**config.mk**
```make
export PLATFORM = sky130hd
export DESIGN_NAME = raster_event_status
export DESIGN_NICKNAME = d
export VERILOG_FILES = /design/src/rtl/raster_stat_pkg.sv /design/src/rtl/hstat_cmp.sv /design/src/rtl/vstat_cmp.sv /design/src/rtl/frame_toggle.sv /design/src/rtl/raster_event_status.sv
export SDC_FILE = /design/constraint.sdc
export NUM_CORES = 1
export LEC_CHECK = 0
export BUFFER_PORTS_ARGS = -buffer_cell sky130_fd_sc_hd__buf_2
export CAP_MARGIN = 20
export CORE_MARGIN = 3
export CORE_UTILIZATION = 45
export CTS_CLUSTER_SIZE = 28
export DETAILED_ROUTE_END_ITERATION = 12
export HOLD_SLACK_MARGIN = 0.02
export PLACE_DENSITY = 0.86
export SYNTH_ARGS = -nofsm -noshare
export SYNTH_HDL_FRONTEND = slang
export SYNTH_HIERARCHICAL = 1
export SYNTH_SLANG_ARGS = --single-unit
```
**constraint.sdc**
```tcl
create_clock -name clk -period 3.8 [get_ports clk]
set_input_delay 0.76 -clock clk [delete_from_list [all_inputs] [get_ports clk]]
set_output_delay 0.76 -clock clk [all_outputs]
set_load 0.01 [all_outputs]
```
**src/rtl/raster_stat_pkg.sv**
```systemverilog
package raster_stat_pkg;

    localparam int STAT_W = 8;

    // byte A bit positions (software decodes these)
    localparam int A_HTOT    = 0;
    localparam int A_HHALF   = 1;
    localparam int A_HDISPM1 = 2;
    localparam int A_HSPOS   = 3;
    localparam int A_HSEND   = 4;
    localparam int A_ONE     = 6;

    // byte B bit positions; the three row events occupy bits 0..2 in order
    localparam int B_ROWEV0   = 0;
    localparam int B_NROWEV   = 3;
    localparam int B_TOGGLE   = 3;
    localparam int B_ONE      = 4;
    localparam int B_LINEEDGE = 7;

    typedef enum logic {
        FT_LOW  = 1'b0,
        FT_HIGH = 1'b1
    } ftmr_state_e;

endpackage

```
**src/rtl/hstat_cmp.sv**
```systemverilog
module hstat_cmp
    import raster_stat_pkg::*;
#(
    parameter int HW = 8,
    parameter int WW = 4
) (
    input  logic [HW-1:0]     char_cnt,
    input  logic [HW-1:0]     h_total,
    input  logic [HW-1:0]     h_disp,
    input  logic [HW-1:0]     hs_pos,
    input  logic [WW-1:0]     hs_width,
    output logic [STAT_W-1:0] stat_a
);

    logic [HW-1:0] disp_m1;
    logic [HW-1:0] hs_end;
    logic [HW-1:0] half_tot;

    always_comb begin
        disp_m1  = h_disp - 1'b1;
        hs_end   = hs_pos + HW'(hs_width);
        half_tot = h_total >> 1;
    end

    always_comb begin
        stat_a            = '0;
        stat_a[A_HTOT]    = (char_cnt == h_total);
        stat_a[A_HHALF]   = (char_cnt != half_tot);
        stat_a[A_HDISPM1] = !((h_total >= h_disp) && (char_cnt == disp_m1));
        stat_a[A_HSPOS]   = (char_cnt != hs_pos);
        stat_a[A_HSEND]   = (char_cnt != hs_end);
        stat_a[A_ONE]     = 1'b1;
    end

endmodule

```
**src/rtl/vstat_cmp.sv**
```systemverilog
module vstat_cmp
    import raster_stat_pkg::*;
#(
    parameter int HW = 8,
    parameter int RW = 7,
    parameter int SW = 5
) (
    input  logic [HW-1:0]     char_cnt,
    input  logic [HW-1:0]     h_total,
    input  logic [RW-1:0]     row_cnt,
    input  logic [SW-1:0]     scan_cnt,
    input  logic [RW-1:0]     v_total,
    input  logic [RW-1:0]     v_disp,
    input  logic [RW-1:0]     vs_pos,
    input  logic [SW-1:0]     max_scan,
    input  logic              toggle,
    output logic [STAT_W-1:0] stat_b
);

    logic              line_end;
    logic [RW-1:0]     row_tgt [B_NROWEV];
    logic [B_NROWEV-1:0] row_hit;

    always_comb begin
        line_end   = (scan_cnt == max_scan) && (char_cnt == h_total);
        row_tgt[0] = v_total;
        row_tgt[1] = v_disp - 1'b1;
        row_tgt[2] = vs_pos - 1'b1;
    end

    for (genvar i = 0; i < B_NROWEV; i++) begin : g_row
        assign row_hit[i] = line_end && (row_cnt == row_tgt[i]);
    end

    always_comb begin
        stat_b = '0;
        for (int i = 0; i < B_NROWEV; i++) begin
            stat_b[B_ROWEV0 + i] = !row_hit[i];
        end
        stat_b[B_TOGGLE]   = toggle;
        stat_b[B_ONE]      = 1'b1;
        stat_b[B_LINEEDGE] = line_end || ((scan_cnt == '0) && (char_cnt < h_total));
    end

endmodule

```
**src/rtl/frame_toggle.sv**
```systemverilog
module frame_toggle
    import raster_stat_pkg::*;
#(
    parameter int FRAMES = 16
) (
    input  logic clk,
    input  logic rst_n,
    input  logic frame_start,
    output logic toggle
);

    localparam int CW = (FRAMES > 1) ? $clog2(FRAMES) : 1;
    localparam logic [CW-1:0] LAST = CW'(FRAMES - 1);

    ftmr_state_e state_q, state_d;
    logic [CW-1:0] cnt_q, cnt_d;
    logic          wrap;

    always_ff @(posedge clk or negedge rst_n) begin
        if (!rst_n) begin
            state_q <= FT_LOW;
            cnt_q   <= '0;
        end else begin
            state_q <= state_d;
            cnt_q   <= cnt_d;
        end
    end

    always_comb begin
        wrap    = (cnt_q == LAST);
        state_d = state_q;
        cnt_d   = cnt_q;
        if (frame_start) begin
            cnt_d = wrap ? '0 : cnt_q + 1'b1;
        end
        unique case (state_q)
            FT_LOW:  if (frame_start && wrap) state_d = FT_HIGH;
            FT_HIGH: if (frame_start && wrap) state_d = FT_LOW;
        endcase
    end

    assign toggle = (state_q == FT_HIGH);

    assert_cnt_bound_R10: assert property (@(posedge clk) disable iff (!rst_n)
        cnt_q <= LAST);

    assert_flip_on_wrap_R10: assert property (@(posedge clk) disable iff (!rst_n)
        (frame_start && cnt_q == LAST) |=> (toggle != $past(toggle)));

    assert_hold_no_frame_R10: assert property (@(posedge clk) disable iff (!rst_n)
        !frame_start |=> ($stable(toggle) && $stable(cnt_q)));

endmodule

```
**src/rtl/raster_event_status.sv**
```systemverilog
module raster_event_status
    import raster_stat_pkg::*;
#(
    parameter int CHAR_W        = 8,
    parameter int ROW_W         = 7,
    parameter int SCAN_W        = 5,
    parameter int HSW_W         = 4,
    parameter int TOGGLE_FRAMES = 16
) (
    input  logic              clk,
    input  logic              rst_n,
    input  logic              frame_start,
    input  logic [CHAR_W-1:0] char_cnt,
    input  logic [ROW_W-1:0]  row_cnt,
    input  logic [SCAN_W-1:0] scan_cnt,
    input  logic [CHAR_W-1:0] h_total,
    input  logic [CHAR_W-1:0] h_disp,
    input  logic [CHAR_W-1:0] hs_pos,
    input  logic [HSW_W-1:0]  hs_width,
    input  logic [ROW_W-1:0]  v_total,
    input  logic [ROW_W-1:0]  v_disp,
    input  logic [ROW_W-1:0]  vs_pos,
    input  logic [SCAN_W-1:0] max_scan,
    input  logic              rd_stb,
    input  logic              rd_sel,
    output logic [7:0]        stat_a,
    output logic [7:0]        stat_b,
    output logic [7:0]        rd_data
);

    logic toggle;

    frame_toggle #(.FRAMES(TOGGLE_FRAMES)) u_toggle (
        .clk         (clk),
        .rst_n       (rst_n),
        .frame_start (frame_start),
        .toggle      (toggle)
    );

    hstat_cmp #(.HW(CHAR_W), .WW(HSW_W)) u_hcmp (
        .char_cnt (char_cnt),
        .h_total  (h_total),
        .h_disp   (h_disp),
        .hs_pos   (hs_pos),
        .hs_width (hs_width),
        .stat_a   (stat_a)
    );

    vstat_cmp #(.HW(CHAR_W), .RW(ROW_W), .SW(SCAN_W)) u_vcmp (
        .char_cnt (char_cnt),
        .h_total  (h_total),
        .row_cnt  (row_cnt),
        .scan_cnt (scan_cnt),
        .v_total  (v_total),
        .v_disp   (v_disp),
        .vs_pos   (vs_pos),
        .max_scan (max_scan),
        .toggle   (toggle),
        .stat_b   (stat_b)
    );

    always_ff @(posedge clk or negedge rst_n) begin
        if (!rst_n) begin
            rd_data <= '0;
        end else if (rd_stb) begin
            rd_data <= rd_sel ? stat_b : stat_a;
        end
    end

    assert_last_screen_hmatch_R6: assert property (@(posedge clk) disable iff (!rst_n)
        !stat_b[B_ROWEV0] |-> (stat_a[A_HTOT] && stat_b[B_LINEEDGE]));

    assert_last_disp_hmatch_R7: assert property (@(posedge clk) disable iff (!rst_n)
        !stat_b[B_ROWEV0 + 1] |-> (stat_a[A_HTOT] && stat_b[B_LINEEDGE]));

    assert_pre_vsync_hmatch_R8: assert property (@(posedge clk) disable iff (!rst_n)
        !stat_b[B_ROWEV0 + 2] |-> (stat_a[A_HTOT] && stat_b[B_LINEEDGE]));

    assert_read_hold_R11: assert property (@(posedge clk) disable iff (!rst_n)
        !rd_stb |=> $stable(rd_data));

    assert_read_capture_R11: assert property (@(posedge clk) disable iff (!rst_n)
        rd_stb |=> (rd_data == ($past(rd_sel) ? $past(stat_b) : $past(stat_a))));

endmodule

```
==> run summary <==
leakage power - 1.39 nW
crit path time final - 3500 ps
Peak Freq - 286 MHz
post-synthesis average cell area - 7.90 um^2
yosys warns - 6
htree depth - 1
Distinct cells, synth - 43
asr flop ratio synth - 100%
Via Count - 2390
unrepaired setup endpoints after global routing - false
CTS tree - built
largest net degree at the start of global routing - 17
Final Slew Violations - 0
Post-Route Setup TNS - 0 ps
clock latency at the later pin of the worst-skew pair - 240 ps
share of post-route cells with drive strength above 1 - 27.2%
Rows - 25
total global-route track usage - 19.0%
Worst IR Drop VDD - 0.124 mV
# port buffers - 96
Final Hold Viols - 0
core area - 4910 um^2
Setup crit start kind - input port
PwrDens - 225 nW/um^2
non-filler cells, final - 453
first-pass GRT wire length - 9800 um
DIE HEIGHT - 78.7 um
CTS Sinks - 13
fill count - 453
Routed WL - 6010 um
drt first-iter violations - 106
Max FO, Critical Path - 6
Die ar. - 6190 um^2
clock buffer depth - 2
CP arrival - 2740 ps
Die X - 78.7 um
FF+latch count, synth - 13
Tightest Hold Check Type - in2async
root buffer cell - clkbuf_8
critical path class - in2out
Layout Utilization - 58.9%
via density per instance - 5.28
# diodes - 0
Reg area - 325 um^2
DR WL/cell - 13.3 um
Critical Path RT - 3040 ps
CTS buffer count - 3
# DRC - 0
initial antenna violation count - 0
Syn Inst Count - 301
Post-CTS Setup Repair Bufs - 0
Finish-stage setup viols - 0
status - complete, no violations
Main synth FF type - dfrtp_1
DP Cell Count - 449
MaxCap Viol Count - 0
DRT Pass-1 Iters - 5
HPWL after detailed placement - 5200 um
Multi-input gate area - 1850 um^2
total power - 0.650 mW
critical path capture point type - output port
starting density of the core - 48.4%
Nets - 491
Post-synth EDFFs - 0
RePlAce Congestion - 0.897
Seq/Total Area, Yosys - 13.7%
number of global-route vias before repair - 2274
GRT overflow - 0
Post-DRT Antenna Nets - 0
Area Growth Syn to Fin - 21.6%
Hold-fix buffers, CTS - 0
Fin Clk Skew - 0.908 ps
I/O pin count - 103
Worst-path clk slew - 50 ps
CTS-repair resized insts - 0
crit share post-route - 92.1%
Synth Cell Area - 2380 um^2
-- sequential cells by signal (all words and copies together), names as in the netlist --
signal and count:
u_toggle/cnt_q 4, u_toggle/toggle 1, rd_data 8
-- worst max-delay path, cell delays in order --
cell and delay (ps):
buf_2 180, inv_1 70, ha_1 280, nand4_1 110, or4_1 530, nor4_1 280
buf_4 170, o21bai_1 170, buf_2 190
-- through the flow --
stage / worst slack [ps] / cell area (um^2) / hold slack, ps
2_1_floorplan: 697 / 2390 / 447
3_3_place_gp: 391 / 2850 / 484
3_5_place_dp: 302 / 2850 / 498
4_1_cts: 302 / 2890 / 397
5_1_grt: 192 / 2890 / 410
6_report: 298 / 2890 / 393
-- cell usage after synthesis, drive strengths merged, types with 7 or more instances --
cell,number,area share (%)
xnor2,37,14
xor2,35,13
inv,27,4.3
ha,24,13
nor2,19,3.0
a21oi,17,3.7
dfrtp,13,14
nand4,11,2.9
o21ai,11,2.3
buf,10,3.5
nand2,9,1.4
clkbuf,8,1.3
mux2i,8,3.4
nor4,8,2.1
a31oi,7,1.8
nor3,7,1.5
-- cells in the final DEF (no fill, tap or decap), types with 2 or more instances in the layout --
cell type / synthesis / routed
or4_1: 3 / 3
inv_1: 27 / 27
a211oi_1: 3 / 3
a221o_1: 2 / 2
o211ai_1: 2 / 2
a21oi_1: 16 / 16
mux2_2: 2 / 2
nor2b_1: 5 / 5
nand4_1: 11 / 11
conb_1: 4 / 6
ha_1: 24 / 24
nor2_1: 19 / 19
a31oi_1: 7 / 7
xnor2_1: 37 / 37
clkbuf_8: 0 / 3
mux2i_1: 8 / 8
nor3_1: 7 / 7
or3_1: 3 / 3
nand3_1: 5 / 5
nor4_1: 8 / 8
nand2_1: 9 / 9
buf_2: 0 / 96
o21ai_0: 10 / 10
dfrtp_1: 13 / 13
a21o_1: 4 / 4
xor2_1: 34 / 34
nand3b_1: 4 / 4
and3b_1: 2 / 2
-- final timing paths --
kind                                        start           endpoint  slack [ps]  cells past startpoint
worst max-delay path                  char_cnt[0]          stat_b[7]         300                      9
worst min-delay path                        rst_n  u_toggle/cnt_q[0]         390                      1
worst max register to register  u_toggle/cnt_q[0]  u_toggle/cnt_q[1]        2730                      2
worst min register to register         rd_data[4]         rd_data[4]         500                      2
max in group asynchronous                   rst_n         rd_data[4]        3190                      1
min in group clk                       rd_data[4]         rd_data[4]         500                      2
-- area by class of cell --
type | count | area share [%]
Sequential cell | 13 | 11.3
Multi-Input combinational cell | 245 | 63.9
Clock inverter | 1 | 0.173
Clock buffer | 3 | 1.43
Tap cell | 67 | 2.90
Timing Repair Buffer | 97 | 16.9
Inverter | 27 | 3.50
-- metal layers --
layer / vias up / track usage, % / wire length (um)
met5: - / 0 / 0
met4: 0 / 3.85 / 29
met3: 4 / 1.59 / 407
met2: 101 / 32.3 / 2840
met1: 1075 / 26.3 / 2740
li1: 1210 / - / -
-- cells by family (layout without fill, tap and decap cells) --
| logic type | after synthesis | count (layout) | synth area share (%) |
|---|---|---|---|
| fa+ha+maj | 25 | 25 | 13.5 |
| buf+inv | 45 | 128 | 9.00 |
| mux | 10 | 10 | 4.31 |
| xor+xnor | 72 | 72 | 26.8 |
| compound gates | 52 | 52 | 13.8 |
| simple gates | 80 | 80 | 18.3 |
| flops | 13 | 13 | 13.7 |
| other cells | 4 | 6 | 0.631 |
-- power breakdown --
part / leakage, nW / total [mW] / switching (mW) / internal [mW]
registers: 0.144 / 0.199 / 0.0293 / 0.170
clock network: 0.0255 / 0.120 / 0.0480 / 0.0723
logic: 1.22 / 0.331 / 0.173 / 0.158
No activity file was read; power rests on OpenSTA's default activity.
